`config.mk`:
```
export PLATFORM = sky130hd
export DESIGN_NAME = spi_gap_host
export DESIGN_NICKNAME = d
export VERILOG_FILES = /design/src/rtl/spi_gap_pkg.sv /design/src/rtl/spi_gap_phase.sv /design/src/rtl/spi_gap_holdoff.sv /design/src/rtl/spi_gap_host.sv
export SDC_FILE = /design/constraint.sdc
export NUM_CORES = 1
export LEC_CHECK = 0
export BUFFER_PORTS_ARGS = -buffer_cell sky130_fd_sc_hd__buf_2
export CELL_PAD_IN_SITES_DETAIL_PLACEMENT = 0
export CELL_PAD_IN_SITES_GLOBAL_PLACEMENT = 2
export CORE_MARGIN = 2
export CORE_UTILIZATION = 35
export CTS_CLUSTER_SIZE = 8
export DETAILED_ROUTE_END_ITERATION = 12
export PLACE_DENSITY = 0.75
export RECOVER_POWER = 100
export SLEW_MARGIN = 5
export SYNTH_ARGS = -nofsm -noshare
export SYNTH_HDL_FRONTEND = slang
export SYNTH_SLANG_ARGS = --single-unit
```
`constraint.sdc`:
```
create_clock -name clk -period 3.15 [get_ports clk]
set_input_delay 0.1575 -clock clk [delete_from_list [all_inputs] [get_ports clk]]
set_output_delay 0.1575 -clock clk [all_outputs]
set_load 0.02 [all_outputs]
```
`src/rtl/spi_gap_pkg.sv`:
```
package spi_gap_pkg;

   typedef enum logic [2:0] {
      ST_IDLE,
      ST_LEAD,
      ST_LOW,
      ST_HIGH,
      ST_ADGAP,
      ST_LAG
   } seq_state_t;

   // Kind of the most recently finished frame; selects the next gap.
   typedef enum logic [2:0] {
      K_NONE,
      K_WRITE,
      K_READ,
      K_BURST,
      K_RESET
   } gap_kind_t;

   function automatic int imax(input int a, input int b);
      return (a > b) ? a : b;
   endfunction

endpackage

```
`src/rtl/spi_gap_phase.sv`:
```
// Down-counter that times one waveform phase.
module spi_gap_phase #(
   parameter int CW = 8
) (
   input  logic          clk,
   input  logic          rst_n,
   input  logic          load,
   input  logic [CW-1:0] load_val,
   output logic          zero
);

   logic [CW-1:0] cnt;

   always_ff @(posedge clk or negedge rst_n) begin
      if (!rst_n)
         cnt <= '0;
      else if (load)
         cnt <= load_val;
      else if (cnt != '0)
         cnt <= cnt - 1'b1;
   end

   assign zero = (cnt == '0);

endmodule

```
`src/rtl/spi_gap_holdoff.sv`:
```
// Counts cycles since chip select was released and decides whether the
// next command, given its direction, may start.
module spi_gap_holdoff
   import spi_gap_pkg::*;
#(
   parameter int T_WW         = 1500,
   parameter int T_WR         = 1000,
   parameter int T_RD_NEXT    = 25,
   parameter int T_BURST_EXIT = 25,
   parameter int T_RESET_HOLD = 1150000
) (
   input  logic      clk,
   input  logic      rst_n,
   input  logic      restart,
   input  gap_kind_t kind_in,
   input  logic      next_write,
   output logic      ok_next,
   output logic      quiet
);

   localparam int T_BX  = imax(T_RD_NEXT, T_BURST_EXIT);
   localparam int T_WMX = imax(T_WW, T_WR);
   localparam int HMAX  = imax(imax(T_WMX, T_BX), T_RESET_HOLD);
   localparam int HW    = $clog2(HMAX + 1);

   logic [HW-1:0] elapsed;
   gap_kind_t     kind;
   logic [HW-1:0] need;
   logic [HW-1:0] hold;

   always_ff @(posedge clk or negedge rst_n) begin
      if (!rst_n) begin
         elapsed <= HW'(HMAX);
         kind    <= K_NONE;
      end else if (restart) begin
         elapsed <= '0;
         kind    <= kind_in;
      end else if (elapsed != HW'(HMAX)) begin
         elapsed <= elapsed + 1'b1;
      end
   end

   always_comb begin
      case (kind)
         K_WRITE: begin
            need = next_write ? HW'(T_WW) : HW'(T_WR);
            hold = HW'(T_WMX);
         end
         K_READ: begin
            need = HW'(T_RD_NEXT);
            hold = HW'(T_RD_NEXT);
         end
         K_BURST: begin
            need = HW'(T_BX);
            hold = HW'(T_BX);
         end
         K_RESET: begin
            need = HW'(T_RESET_HOLD);
            hold = HW'(T_RESET_HOLD);
         end
         default: begin
            need = '0;
            hold = '0;
         end
      endcase
   end

   assign ok_next = (elapsed >= need);
   assign quiet   = (elapsed >= hold);

endmodule

```
`src/rtl/spi_gap_host.sv`:
```
module spi_gap_host
   import spi_gap_pkg::*;
#(
   parameter int          ADDR_W       = 7,
   parameter int          DATA_W       = 8,
   parameter int          HALF_CYC     = 13,
   parameter int          T_LEAD       = 6,
   parameter int          T_ADDR_DATA  = 200,
   parameter int          T_LAG_RD     = 6,
   parameter int          T_LAG_WR     = 1000,
   parameter int          T_WW         = 1500,
   parameter int          T_WR         = 1000,
   parameter int          T_RD_NEXT    = 25,
   parameter int          T_BURST_EXIT = 25,
   parameter int          T_RESET_HOLD = 1150000,
   parameter logic [ADDR_W-1:0] RST_ADDR = 7'h3A
) (
   input  logic              clk,
   input  logic              rst_n,
   input  logic              cmd_valid,
   output logic              cmd_ready,
   input  logic              cmd_write,
   input  logic              cmd_burst,
   input  logic [ADDR_W-1:0] cmd_addr,
   input  logic [DATA_W-1:0] cmd_wdata,
   output logic              rd_valid,
   output logic [DATA_W-1:0] rd_data,
   output logic              busy,
   output logic              spi_ncs,
   output logic              spi_sclk,
   output logic              spi_mosi,
   input  logic              spi_miso
);

   localparam int A_BITS = ADDR_W + 1;
   localparam int FRAME  = A_BITS + DATA_W;
   localparam int BCW    = $clog2(FRAME);
   localparam int PMAX   = imax(imax(HALF_CYC, T_LEAD),
                                imax(T_ADDR_DATA, imax(T_LAG_RD, T_LAG_WR)));
   localparam int PCW    = $clog2(PMAX + 1);

   // Elaboration-time parameter checks
   generate
      if (HALF_CYC < 1 || T_LEAD < 1 || T_ADDR_DATA < 1) begin : g_bad_phase
         $error("spi_gap_host: phase lengths must be at least one cycle");
      end
      if (T_LAG_RD < 1 || T_LAG_WR < 1) begin : g_bad_lag
         $error("spi_gap_host: release lags must be at least one cycle");
      end
      if (T_WW < 1 || T_WR < 1 || T_RD_NEXT < 1 || T_BURST_EXIT < 1 ||
          T_RESET_HOLD < 1) begin : g_bad_gap
         $error("spi_gap_host: inter-command gaps must be at least one cycle");
      end
      if (ADDR_W < 1 || DATA_W < 2) begin : g_bad_width
         $error("spi_gap_host: unsupported field widths");
      end
   endgenerate

   seq_state_t        st;
   logic [FRAME-1:0]  sh;
   logic [BCW-1:0]    bit_i;
   logic [DATA_W-1:0] rx;
   logic              is_wr, is_burst, is_rst;
   logic              ncs_q, sclk_q, mosi_q;
   logic              ph_load, ph_zero;
   logic [PCW-1:0]    ph_val;
   logic              ho_restart, ok_next, quiet;
   gap_kind_t         kind_done;
   logic              accept, last_bit, addr_end;

   assign cmd_ready = (st == ST_IDLE) && ok_next;
   assign accept    = cmd_valid && cmd_ready;
   assign busy      = (st != ST_IDLE) || !quiet;
   assign last_bit  = (bit_i == BCW'(FRAME - 1));
   assign addr_end  = (bit_i == BCW'(A_BITS - 1)) && !is_wr;
   assign kind_done = is_rst ? K_RESET : is_wr ? K_WRITE :
                      is_burst ? K_BURST : K_READ;

   spi_gap_phase #(.CW(PCW)) u_phase (
      .clk      (clk),
      .rst_n    (rst_n),
      .load     (ph_load),
      .load_val (ph_val),
      .zero     (ph_zero)
   );

   spi_gap_holdoff #(
      .T_WW         (T_WW),
      .T_WR         (T_WR),
      .T_RD_NEXT    (T_RD_NEXT),
      .T_BURST_EXIT (T_BURST_EXIT),
      .T_RESET_HOLD (T_RESET_HOLD)
   ) u_holdoff (
      .clk        (clk),
      .rst_n      (rst_n),
      .restart    (ho_restart),
      .kind_in    (kind_done),
      .next_write (cmd_write),
      .ok_next    (ok_next),
      .quiet      (quiet)
   );

   // Phase timer loads and the holdoff restart
   always_comb begin
      ph_load    = 1'b0;
      ph_val     = '0;
      ho_restart = 1'b0;
      case (st)
         ST_IDLE: if (accept) begin
            ph_load = 1'b1;
            ph_val  = PCW'(T_LEAD - 1);
         end
         ST_LEAD, ST_LOW, ST_ADGAP: if (ph_zero) begin
            ph_load = 1'b1;
            ph_val  = PCW'(HALF_CYC - 1);
         end
         ST_HIGH: if (ph_zero) begin
            ph_load = 1'b1;
            if (last_bit)
               ph_val = is_wr ? PCW'(T_LAG_WR - 1) : PCW'(T_LAG_RD - 1);
            else if (addr_end)
               ph_val = PCW'(T_ADDR_DATA - 1);
            else
               ph_val = PCW'(HALF_CYC - 1);
         end
         ST_LAG: ho_restart = ph_zero;
         default: ;
      endcase
   end

   always_ff @(posedge clk or negedge rst_n) begin
      if (!rst_n) begin
         st       <= ST_IDLE;
         sh       <= '0;
         bit_i    <= '0;
         rx       <= '0;
         is_wr    <= 1'b0;
         is_burst <= 1'b0;
         is_rst   <= 1'b0;
         ncs_q    <= 1'b1;
         sclk_q   <= 1'b1;
         mosi_q   <= 1'b0;
         rd_valid <= 1'b0;
         rd_data  <= '0;
      end else begin
         rd_valid <= 1'b0;
         case (st)
            ST_IDLE: if (accept) begin
               st       <= ST_LEAD;
               ncs_q    <= 1'b0;
               bit_i    <= '0;
               sh       <= {cmd_write, cmd_addr,
                            cmd_write ? cmd_wdata : {DATA_W{1'b0}}};
               is_wr    <= cmd_write;
               is_burst <= !cmd_write && cmd_burst;
               is_rst   <= cmd_write && (cmd_addr == RST_ADDR);
            end
            ST_LEAD: if (ph_zero) begin
               st     <= ST_LOW;
               sclk_q <= 1'b0;
               mosi_q <= sh[FRAME-1];
            end
            ST_LOW: if (ph_zero) begin
               st     <= ST_HIGH;
               sclk_q <= 1'b1;
               if (!is_wr && bit_i >= BCW'(A_BITS))
                  rx <= {rx[DATA_W-2:0], spi_miso};
            end
            ST_HIGH: if (ph_zero) begin
               if (last_bit) begin
                  st <= ST_LAG;
               end else begin
                  bit_i <= bit_i + 1'b1;
                  sh    <= sh << 1;
                  if (addr_end) begin
                     st <= ST_ADGAP;
                  end else begin
                     st     <= ST_LOW;
                     sclk_q <= 1'b0;
                     mosi_q <= sh[FRAME-2];
                  end
               end
            end
            ST_ADGAP: if (ph_zero) begin
               st     <= ST_LOW;
               sclk_q <= 1'b0;
               mosi_q <= sh[FRAME-1];
            end
            ST_LAG: if (ph_zero) begin
               st    <= ST_IDLE;
               ncs_q <= 1'b1;
               if (!is_wr) begin
                  rd_valid <= 1'b1;
                  rd_data  <= rx;
               end
            end
            default: st <= ST_IDLE;
         endcase
      end
   end

   assign spi_ncs  = ncs_q;
   assign spi_sclk = sclk_q;
   assign spi_mosi = mosi_q;

endmodule

```
# Yosys cells after proc, flatten, opt, wreduce, memory -nomap -nowiden

Index checks and enable logic that the tools add are counted.

Mux-type cells: 54
Add/sub/neg operators: 3
Bitwise logic cells: 1
$mul: 0
Eq/ne operators: 20
Magnitude comparators: 3
Divide/modulo/power cells: 0
Reduce and logical (&&, ||, !) cells: 32
Shift operators: 0

Operators with widths:

| kind                    | count |
|---|---|
| $pmux W21 S3            | 2 |
| $mux W10                | 5 |
| $mux W16                | 3 |
| $ge A21 B21 Y1          | 2 |
| $mux W21                | 2 |
| $pmux W16 S2            | 1 |
| $pmux W10 S3            | 1 |
| $mux W3                 | 9 |
| $add A21 B1 Y21 const B | 1 |
| $ne A21 B21 Y1 const B  | 1 |
| $mux W1                 | 17 |
| $mux W4                 | 4 |
| $mux W8                 | 2 |
| $pmux W3 S5             | 1 |
| $eq A3 B2 Y1 const B    | 4 |
| $ne A2 B2 Y1 const B    | 6 |
| $mux W11                | 1 |
| $logic_not A10 Y1       | 1 |
| $reduce_and A5 Y1       | 2 |
| $reduce_bool A10 Y1     | 1 |
| $reduce_bool A2 Y1      | 5 |
| $sub A10 B1 Y10 const B | 1 |
| $eq A3 B3 Y1 const B    | 3 |
| $reduce_and A3 Y1       | 3 |
| other kinds (23)        | 35 |

Bits in latches: 0
Bits in read-only memories: 0
Word-level logic and storage cells: 128
Output and inout port bits: 14
RAM bits: 0
Bits of input ports: 21
Memories: 0
Register bits: 80

# Longest topological paths before layout

Gate-level depths: netlist of the first run.

Depth in word-level cells: 9
Gate-level depth with buffers: 13
Gate-level depth less buffers: 11

# Hierarchy

From an unflattened synthesis of the first run, not the netlist that was laid out.

Cells, all modules: 479
Area, all modules: 4578.1 um^2

By module, submodules not included:

| module          | instances | seq. area each (um^2) | cells an instance | area an instance (um^2) |
|---|---|---|---|---|
| spi_gap_host    | 1         | 1153.6                | 219               | 2220.9 |
| spi_gap_holdoff | 1         | 609.3                 | 192               | 1736.7 |
| spi_gap_phase   | 1         | 250.2                 | 68                | 620.6 |

# Worst setup path before layout of the first run

No wires, ideal clock.

Path type: register to register
Start: reg u_holdoff.kind[2]
End: reg sh[10]
Clock period less this slack: 3.071 ns
Data arrival time: 2.946 ns
Stages on the path, launching flop included: 13
Setup slack: 0.079 ns
Cell sequence: dfrtp_1 -> nor3b_1 -> nand2_1 -> and2_1 -> ha_1 -> a21o_1 -> a211oi_1 -> o311ai_0 -> a21boi_2 -> o21ba_1 -> buf_6 -> buf_6 -> mux2_4

Cells in the longest elaborated chain, start to end: 8

RTL lines:

| what                                   | RTL line              | text |
|---|---|---|
| start: declaration                     | spi_gap_holdoff.sv:27 | `gap_kind_t kind;` |
| start signal: assignment               | spi_gap_holdoff.sv:37 | `kind <= kind_in;` |
| $eq A3 B2 Y1                           | spi_gap_holdoff.sv:44 | `case (kind)` |
| $reduce_or A2 Y1 (no source line)      | -                     |  |
| $pmux W21 S3 (*)                       | spi_gap_holdoff.sv:44 |  |
| $ge A21 B21 Y1 (*)                     | spi_gap_holdoff.sv:68 | `assign ok_next = (elapsed >= need);` |
| $logic_and A1 B1 Y1 (*)                | spi_gap_host.sv:71    | `assign cmd_ready = (st == ST_IDLE) && ok_next;` |
| $logic_and A1 B1 Y1 (*)                | spi_gap_host.sv:72    | `assign accept = cmd_valid && cmd_ready;` |
| $ne A2 B2 Y1 (no source line) (*)      | -                     |  |
| $reduce_and A4 Y1 (no source line) (*) | -                     |  |
| end signal: assignment                 | spi_gap_host.sv:152   | `sh <= {cmd_write, cmd_addr,` |
| end signal: assignment                 | spi_gap_host.sv:174   | `sh <= sh << 1;` |
| end: declaration                       | spi_gap_host.sv:60    | `logic [FRAME-1:0] sh;` |

Every way passes the cells marked *; elsewhere a longest branch is shown, timed or not.
A chain may end at the register's enable or synchronous reset.

# Worst setup path after layout of the first run

Start: reg u_holdoff.kind[1]
End: out busy

Cells in the longest elaborated chain, start to end: 6

RTL lines:

| what                              | RTL line              | text |
|---|---|---|
| $eq A3 B2 Y1                      | spi_gap_holdoff.sv:44 |  |
| $reduce_or A2 Y1 (no source line) | -                     |  |
| $pmux W21 S3 (*)                  | spi_gap_holdoff.sv:44 |  |
| $ge A21 B21 Y1 (*)                | spi_gap_holdoff.sv:69 | `assign quiet = (elapsed >= hold);` |
| $logic_not A1 Y1 (*)              | spi_gap_host.sv:73    | `assign busy = (st != ST_IDLE) \|\| !quiet;` |
| $logic_or A1 B1 Y1 (*)            | spi_gap_host.sv:73    |  |
| end: declaration                  | spi_gap_host.sv:28    | `output logic busy,` |

Marked as above.

==> results_dict.tcl, run 1 <==
set metrics [dict create \
    avgSynthCellArea_um2 9.86 \
    ys_ff_latch 80 \
    rsz0062_at_grt "no" \
    synthFlopType "dfrtp_1" \
    diodes 0 \
    core_area_um2 12600 \
    finalPower_mw 2.96 \
    grt-ovfl-total 0 \
    worst_slew_pin_slew_ns 1.97 \
    cts_made_buffers 9 \
    cp_max_fo 4 \
    antenna_found_initial 0 \
    drt_iter0_markers 146 \
    clock_latency_ns 0.35 \
    dieArea_um2 13800 \
    end_kind "primary output" \
    antenna_left 0 \
    vias_per_cell 4.96 \
    timing.hold.ws_ns 0.0477 \
    postSynthCellCount 458 \
    leakagePower_nw 2.38 \
    grt_pass1_vias 3325 \
    hold_viol_final 0 \
    grtUsageTotal_pct 15.1 \
    setup_violations 0 \
    cts_tree "built" \
    crit_type "reg -> out" \
    stdcell_area_um2 5220 \
    max_freq_mhz 336 \
    yosysWarnings 0 \
    yosys.cell_types.count 58 \
    fp.dieW_um 118 \
    cap_violations 1 \
    wire_per_inst_um 14.7 \
    fin_cells 675 \
    grt_max_degree 81 \
    place_area_um2 4930 \
    hp-class "in -> reg" \
    cts_setup_buffers 0 \
    cts.sinks 80 \
    cts.htree.levels 3 \
    portBuffers 34 \
    area_growth_pct 15.7 \
    seq_area_frac_synth_pct 44.6 \
    place_hpwl_um 6900 \
    synth_edf_count 0 \
    clockBufferDepth 2 \
    clk_pin_slew_ns 0.07 \
    rows 41 \
    violations "max-capacitance violations, max-slew violations" \
    arrival_ns 2.81 \
    status "finished with violations" \
    critPathRequiredTime_ns 2.99 \
    timing.final.crit_share_pct 94.4 \
    skew_ns 0.0139 \
    drive_above_1_share_pct 19.3 \
    period_needed_ns 2.97 \
    vias 3347 \
    finalSetupTns_ns 0 \
    dr.pass1.iters 4 \
    cts_root_buf "clkbuf_16" \
    relSlewSlack_pct -31.3 \
    wl_um 9930 \
    gp_congestion 0.799 \
    die_h_um 118 \
    drcViolationCount 0 \
    ctsHoldBuffers 0 \
    drv_slew 81 \
    boundaryPins 35 \
    start_util_pct 35.8 \
    placed_cells 659 \
    vdd_drop_max_mv 0.331 \
    synth_area_um2 4520 \
    powerDensity_nw_per_um2 567 \
    syn_nets 502 \
    final_net_count 542 \
    grt_pass1_wl_um 16900 \
    async_flop_share_pct 100 \
    start_kind "register" \
]
logic make-up after synthesis:
| kind of cell | synth area share, % |
|---|---|
| compound gates | 9.09 |
| xor+xnor | 4.85 |
| fa+ha+maj | 6.37 |
| buf+inv | 2.94 |
| flops | 44.6 |
| mux | 10.1 |
| simple gates | 22.1 |
final timing paths:
path,from,end,slack (ns),cells after the start
worst max-delay path,u_holdoff.kind[1],busy,0.18,11
worst min-delay path,spi_miso,rx[0],0.05,2
worst max register to register,u_holdoff.kind[1],u_phase.cnt[2],0.22,14
worst min register to register,spi_ncs,spi_ncs,0.47,2
max in group asynchronous,rst_n,sh[15],1.63,1
min in group asynchronous,rst_n,u_holdoff.elapsed[3],0.37,1
synth_stat cells, drive strengths merged (11+ instances only):
cell type	number	area, um^2
ha	23	288
mux2	35	424
dfrtp	71	1780
inv	13	48.8
xor2	14	123
clkbuf	15	56.3
a21oi	17	88.8
xnor2	11	96.3
nor2	48	183
nand3	19	95.1
nand2	67	251
nor3	11	55.1
placed cells by master, fill, tap and decap left out, drive strengths merged, types with 3 or more instances in the layout:
cell type,n
nand3,19
a21o,3
or3,4
nand4,10
a211o,3
and3,3
buf,27
nor3b,5
o21ai,10
xor2,14
xnor2,11
clkinv,3
nand4b,3
a21oi,17
nor3,11
mux2,35
nand2,67
o31ai,8
or4,3
dfstp,9
nand2b,4
ha,23
mux2i,3
bufinv,3
nor2b,8
inv,13
and2,4
dfrtp,71
nor2,48
a31oi,4
clkbuf,29
state kept, by name, indices dropped and copies added (netlist names):
name / flops
is_burst: 1
rx: 8
u_holdoff.kind: 3
spi_sclk: 1
spi_ncs: 1
bit_i: 4
is_rst: 1
is_wr: 1
u_phase.cnt: 10
u_holdoff.elapsed: 21
st: 3
spi_mosi: 1
rd_data: 8
sh: 16
rd_valid: 1
worst max-delay path, stage by stage (launching register included):
cell	delay, ns
dfrtp_1	0.41
nor2_1	0.15
buf_4	0.14
xor2_1	0.19
ha_1	0.29
and4b_1	0.20
nand3_1	0.09
o22ai_1	0.08
a2111oi_0	0.40
o311ai_0	0.21
nand2_1	0.12
clkbuf_2	0.17
final cells by class:
type	instances	area, um^2
Clock buffer	9	225
Clock inverter	7	120
Fill cell	1259	7400
Inverter	13	48.8
Multi-Input combinational cell	347	2350
Sequential cell	80	2010
Tap cell	172	215
Timing Repair Buffer	47	249
per-layer routing:
metal  share of wire [%]  wire length [um]  global-route usage (%)  up-vias
li1                    -                 -                       -     1693
met1                  49              4910                    20.7     1614
met2                  46              4610                    23.6       34
met3                 3.2               318                    4.75        6
met4                0.92                91                    3.39        0
met5                   0                 0                       0        -
report_power, final:
group | internal [mW] | switching [mW]
clock network | 0.776 | 0.450
logic | 0.216 | 0.266
registers | 1.13 | 0.124
total | 2.12 | 0.839
what timing repair did:
action | 4_1_cts | 5_1_grt
pin swaps | 0 | 1
gates resized for setup | 1 | 3
endpoints found under the setup margin | 1 | 29
metrics by stage:
stage                     setup slack (ns)  utilization [%]
after floorplan                     0.0788                -
after global placement               0.220             39.1
after detailed placement            0.0484             39.1
after CTS                            0.103             41.8
after global routing                0.0294             41.4
final                                0.178             41.4
Power figures use the tool's default switching activity.
==> inputs of run 2 (changes only) <==
ABC_AREA = 1   (was not set)
CORE_UTILIZATION = 32   (was 35)
RECOVER_POWER = not set   (was 100)
==> run 2 against run 1 <==
The run ends with negative hold slack left. Register-to-register slack better by 0.26 ns. Non-clock buffer count is 5 lower. Design area rose by 7.5%. Critical path type unchanged. Sequential power shrank 18%. First-iteration DRC count rose by 42%. Fmax up 8.7%. Cell count is 29% higher. Critical path depth unchanged. Clock skew decreased by 0.0061 ns. Global-route usage rose by 0.66 points. Clock-buffer cell count is the same. Routed wire length rose by 18%.
==> results_dict.tcl, run 2 <==
set metrics [dict create \
    synth_area_um2 4920 \
    start_util_pct 32.6 \
    relSlewSlack_pct 31.8 \
    yosysWarnings 0 \
    postSynthCellCount 646 \
    vias 4166 \
    skew_ns 0.00780 \
    largest_register_ffs 21 \
    vdd_drop_max_mv 0.212 \
    core_area_um2 15100 \
    area_growth_pct 14.1 \
    reg.largest.list "u_holdoff.elapsed x21, sh x16, u_phase.cnt x10" \
    clk_pin_slew_ns 0.07 \
    ys_ff_latch 80 \
    antenna_found_initial 0 \
    worst_slew_pin_slew_ns 1.02 \
    grt_pass1_vias 4209 \
    synth_top_family_by_area "simple AND/OR/NAND/NOR gates" \
    dieArea_um2 16400 \
    synth.area.top_cells "dfrtp_1 (36%), nand2_1 (14%), inv_1 (6.2%)" \
    cts_tree "built" \
    wire_per_inst_um 13.4 \
    regMostFlops "u_holdoff.elapsed" \
    ctsHoldBuffers 0 \
    worstReg2RegEnd "st[2]" \
    final_net_count 725 \
    leakagePower_nw 3.00 \
    async_flop_share_pct 100 \
    cp_max_fo 6 \
    synth_edf_count 0 \
    violations "negative hold slack" \
    drive_above_1_share_pct 16.5 \
    grt_pass1_wl_um 20500 \
    layout_commonest_cell "nand2_1" \
    clock_latency_ns 0.35 \
    critical-path-top-delay-family "simple AND/OR/NAND/NOR gates" \
    gp_congestion 0.808 \
    clockBufferDepth 2 \
    cts_root_buf "clkbuf_16" \
    cts.htree.levels 3 \
    end_kind "primary output" \
    drv_slew 0 \
    grt-ovfl-total 0 \
    synth_common_cells "nand2_1 (182), inv_1 (81), dfrtp_1 (71), nor2_1 (55), nand3_1 (31)" \
    hold_viol_final 33 \
    die_h_um 128 \
    synth_top_area_share_pct 36.1 \
    period_needed_ns 2.73 \
    rr_worst_depth 15 \
    fp.dieW_um 128 \
    yosysMostFrequentCell "nand2_1" \
    layout_common_cells "nand2_1 (182), inv_1 (81), dfrtp_1 (71), nor2_1 (55), buf_2 (33)" \
    synthAdderAreaFrac_pct 5.85 \
    drt_iter0_markers 207 \
    cts_made_buffers 9 \
    grt_max_degree 79 \
    fin_cells 874 \
    seq_area_frac_synth_pct 40.9 \
    cts.sinks 80 \
    timing.hold.ws_ns -0.0543 \
    timing.final.crit_share_pct 86.8 \
    boundaryPins 35 \
    dr.pass1.iters 4 \
    portBuffers 34 \
    setup_violations 0 \
    grtUsageTotal_pct 15.8 \
    critPathRequiredTime_ns 2.99 \
    critPathMaxStageDelay_ns 0.42 \
    cp_slowest_cell "dfrtp_1" \
    place_hpwl_um 8550 \
    synth-simple-area-share_pct 32.1 \
    placed_cells 858 \
    antenna_left 0 \
    rsz0062_at_grt "no" \
    status "finished with violations" \
    synth_top_area_cell "dfrtp_1" \
    synthMuxAreaShare_pct 0.661 \
    cap_violations 0 \
    crit_chain "nor3_2 > inv_1 > nand2_1 > nor2_1 > ha_1 > nand4_1 > nor3_1 > nand4_1 > nand3_1 > nand2_1 > buf_2" \
    synthFlopType "dfrtp_1" \
    vias_per_cell 4.77 \
    syn_nets 690 \
    wl_um 11700 \
    diodes 0 \
    crit_type "reg -> out" \
    max_freq_mhz 366 \
    start_kind "register" \
    path_buf_inv 2 \
    synth_xor_area_share_pct 2.31 \
    arrival_ns 2.58 \
    r2r_start "u_holdoff.kind[1]" \
    yosys.cell_types.count 42 \
    hp-class "in -> async" \
    regToRegSetupSlack_ns 0.48 \
    finalSetupTns_ns 0 \
    avgSynthCellArea_um2 7.62 \
    drcViolationCount 0 \
    powerDensity_nw_per_um2 388 \
    rows 45 \
    synth_compound_area_share_pct 8.95 \
]
[run 2: how the worst max path moves through the flow]
stage / start / to / cells after the start
finish: u_holdoff.kind[1] / busy / 11
floorplan: u_holdoff.kind[1] / bit_i[3] / 17
detailed placement: u_holdoff.kind[1] / sh[10] / 14
global route: u_holdoff.kind[1] / st[1] / 17
global placement: u_holdoff.kind[1] / sh[7] / 14
CTS: u_holdoff.kind[1] / sh[2] / 14
[run 2: final cells by class]
cell class,count,area [um^2]
fill,1619,9470
clock inverter,7,92.6
sequential,80,2010
timing repair buffer,42,233
inverter,89,339
clock buffer,9,225
multi-input combinational,459,2480
tap,188,235
[run 2: per-layer routing]
layer / global-route usage, % / wire (um) / vias to the layer above
met4: 5.49 / 201 / 0
li1: - / - / 2164
met5: 0 / 0 / -
met2: 27.0 / 5580 / 42
met1: 19.9 / 5670 / 1948
met3: 3.21 / 291 / 12
[run 2: cells by family (layout without fill, tap and decap cells)]
family / count (synthesis) / count (layout)
muxes: 3 / 3
adders and majority gates: 23 / 23
xor gates and xnor gates: 13 / 13
DFF: 80 / 80
buffers and inverters: 107 / 147
and+or+nand+nor: 344 / 344
AOI/OAI and AO/OA: 76 / 76
[run 2: what timing repair did]
item                       4_1_cts  5_1_grt
gates resized for setup          0        4
setup buffers                    0        0
setup endpoints to repair        0       24
[run 2: through the flow]
step | instance area [um^2] | power, mW | hold slack (ns) | setup slack (ns) | util [%]
after floorplan | 4920 | 1.05 | -0.138 | 0.533 | -
after global placement | 5280 | 1.09 | 0.378 | 0.162 | 35.0
after detailed placement | 5280 | 1.09 | 0.384 | 0.110 | 35.0
after CTS | 5590 | 2.22 | 0.0116 | 0.0995 | 37.1
after global routing | 5620 | 2.27 | 0.0165 | 0.0703 | 37.2
final | 5620 | 2.18 | -0.0543 | 0.416 | 37.2
[run 2: where the power goes]
group	switching, mW	internal (mW)
Clock	0.474	0.632
Sequential	0.000292	1.03
Combinational	0.0304	0.0120
Total	0.505	1.67
==> inputs of run 3 (changes only) <==
PLACE_DENSITY = 0.76   (was 0.75)
SYNTH_HIERARCHICAL = 1   (was not set)
==> run 3 against run 2 <==
The run now ends clean. Fmax down 3.5%. Total power is 59% higher. Routed wire length up 13%. Combinational power grew to 25 times the previous value. Via count rose by 10%. Sequential share of layout area down 2.1 points. First-iteration DRC count up 0.48%. Sequential power is 32% higher. Non-clock buffer count increased by 3. Critical endpoint is now u_phase/cnt[9].
==> results_dict.tcl, run 3 <==
set metrics [dict create \
    worst_hold_path.num_cells 3 \
    synth_compound_area_share_pct 9.05 \
    async_flop_share_pct 100 \
    cp.depth 20 \
    rows 46 \
    cts.sinks 80 \
    path_buf_inv 5 \
    worst_slew_pin_slew_ns 0.924 \
    place_hpwl_um 10000 \
    avgSynthCellArea_um2 7.22 \
    cap_violations 0 \
    setup_violations 0 \
    syn_nets 768 \
    diodes 0 \
    crit_type "reg -> reg" \
    dr.pass1.iters 4 \
    synth_xor_area_share_pct 2.01 \
    layout_commonest_cell "nand2_1" \
    hp-class "in -> reg" \
    timing.hold.ws_ns 0.0220 \
    clock_latency_ns 0.34 \
    reg.largest.list "u_holdoff/elapsed x21, sh x16, u_phase/cnt x10" \
    placed_cells 968 \
    synth_area_um2 5230 \
    cts_made_buffers 9 \
    rr_worst_depth 20 \
    yosysWarnings 6 \
    crit_top_cell "nand2_1" \
    postSynthCellCount 724 \
    final_net_count 809 \
    antenna_left 0 \
    synth-simple-area-share_pct 35.3 \
    dpl_worst_slack_ns 0.147 \
    clk_pin_slew_ns 0.06 \
    synth_top_area_cell "dfrtp_1" \
    portBuffers 34 \
    synthFlopType "dfrtp_1" \
    vias_per_cell 4.66 \
    ys_ff_latch 80 \
    boundaryPins 35 \
    vias 4597 \
    cts.htree.levels 3 \
    leakagePower_nw 3.02 \
    status "complete, no violations" \
    fin_cells 986 \
    arrival_ns 3.07 \
    cts_root_buf "clkbuf_16" \
    cp_max_fo 12 \
    drv_slew 0 \
    start_util_pct 32.8 \
    synth_top_family_by_area "simple AND/OR/NAND/NOR gates" \
    synthAdderAreaFrac_pct 5.50 \
    synth_common_cells "nand2_1 (194), nor2_1 (101), inv_1 (92), dfrtp_1 (71), nand3_1 (47)" \
    grt_max_degree 70 \
    start_kind "register" \
    drcViolationCount 0 \
    synth.area.top_cells "dfrtp_1 (34%), nand2_1 (14%), nor2_1 (7.3%)" \
    skew_ns 0.00653 \
    powerDensity_nw_per_um2 581 \
    area_growth_pct 14.2 \
    max_freq_mhz 353 \
    fin_ws_ns 0.315 \
    largest_register_ffs 21 \
    synthMuxAreaShare_pct 0.431 \
    seq_area_frac_synth_pct 38.5 \
    utilization_pct 37.5 \
    timing.final.crit_share_pct 90.0 \
    grt_pass1_wl_um 22600 \
    cp_slowest_cell "dfrtp_1" \
    stdcell_area_um2 5970 \
    place_area_um2 5620 \
    dieArea_um2 17400 \
    critical-path-top-delay-family "simple AND/OR/NAND/NOR gates" \
    clockBufferDepth 2 \
    wire_per_inst_um 13.5 \
    synth_edf_count 0 \
    grt_pass1_vias 4537 \
    die_h_um 132 \
    fp.dieW_um 132 \
    drt_iter0_markers 208 \
    critPathRequiredTime_ns 3.38 \
    grtUsageTotal_pct 16.1 \
    critPathMaxStageDelay_ns 0.36 \
    end_kind "register" \
    period_needed_ns 2.84 \
    wl_um 13300 \
    vdd_drop_max_mv 0.267 \
    antenna_found_initial 0 \
    gp_congestion 0.811 \
    relSlewSlack_pct 38.4 \
    yosys.cell_types.count 39 \
    drive_above_1_share_pct 15.7 \
    regMostFlops "u_holdoff/elapsed" \
    core_area_um2 15900 \
    grt-ovfl-total 0 \
    yosysMostFrequentCell "nand2_1" \
    synth_top_area_share_pct 34.0 \
    cts_tree "built" \
    crit_chain "inv_1 > nor3_2 > inv_1 > nor2_2 > nor2_1 > ha_1 > nand2_1 > nor2_2 > nand2_1 > nor2_1 > nand2_1 > nand4_1 > inv_1 > nor3_2 > inv_2 > nand2_1 > inv_2 > or2_2 > nand2_1 > nor2_2" \
    layout_common_cells "nand2_1 (194), nor2_1 (99), inv_1 (90), dfrtp_1 (71), nand3_1 (47)" \
    hold_viol_final 0 \
]
[run 3: cell count changes after synthesis, sizes merged, moves of 3 or more]
cell | previous run | this run
nor2 | 65 | 115
o21ai | 44 | 64
nand3 | 37 | 53
nand4 | 30 | 16
nand2 | 187 | 200
nor3 | 17 | 8
inv | 89 | 97
or2 | 2 | 9
nor4 | 5 | 0
o211ai | 4 | 1
o21a | 0 | 3
xnor2 | 4 | 1
[run 3: final timing paths]
path / start / slack (ns) / endpoint
setup / recovery: u_holdoff/kind[0] / 0.31 / u_phase/cnt[9]
hold / removal: spi_miso / 0.02 / rx[0]
setup reg to reg: u_holdoff/kind[0] / 0.31 / u_phase/cnt[9]
hold reg to reg: spi_sclk / 0.46 / spi_sclk
max in group asynchronous: rst_n / 1.84 / u_holdoff/elapsed[10]
min in group asynchronous: rst_n / 0.49 / rx[2]
[run 3: worst register-to-register path, stage by stage (launching register included)]
cell and delay, ns:
dfrtp_1 0.36, inv_1 0.07, nor3_2 0.20, inv_1 0.08, nor2_2 0.12, nor2_1 0.06, ha_1 0.31, nand2_1 0.08
nor2_2 0.12, nand2_1 0.06, nor2_1 0.10, nand2_1 0.06, nand4_1 0.12, inv_1 0.09, nor3_2 0.21, inv_2 0.08
nand2_1 0.09, inv_2 0.11, or2_2 0.29, nand2_1 0.08, nor2_2 0.04
[run 3: metal layers]
metal,share of wire (%),GRT usage [%]
met3,3.5,3.15
met1,48,21.6
met2,47,26.2
met4,1.4,5.13
met5,0,0
[run 3: where the power goes]
group          internal, mW  leakage [nW]  switching, mW
clock network         0.617         0.139          0.447
logic                 0.359          1.85          0.691
registers              1.22          1.03          0.139
[run 3: per-stage QoR]
stage | setup TNS [ns] | total power, mW
2_1_floorplan | 0 | 2.22
3_3_place_gp | 0 | 2.43
3_5_place_dp | 0 | 2.43
4_1_cts | 0 | 3.52
5_1_grt | -0.00276 | 3.75
6_report | 0 | 3.47
[run 3: what timing repair did]
action | CTS | global route
setup buffers | 0 | 1
hold buffers | 1 | 0
endpoints found under the hold margin | 46 | 0
endpoints found under the setup margin | 0 | 8
gates resized for setup | 0 | 8
[run 3: layout make-up]
cell class                      count  area (um^2)
Fill cell                        1733         9970
Multi-Input combinational cell    532         2770
Sequential cell                    80         2010
Inverter                           97          364
Tap cell                          216          270
Timing Repair Buffer               45          258
Clock buffer                       10          229
Clock inverter                      6         67.6
[run 3: cells by family after synthesis]
logic type                 Yosys count
AOI/OAI and AO/OA                   92
DFF                                 80
other                                1
and+or+nand+nor                    402
buffers and inverters              112
xor gates and xnor gates            12
muxes                                2
adders and majority gates           23
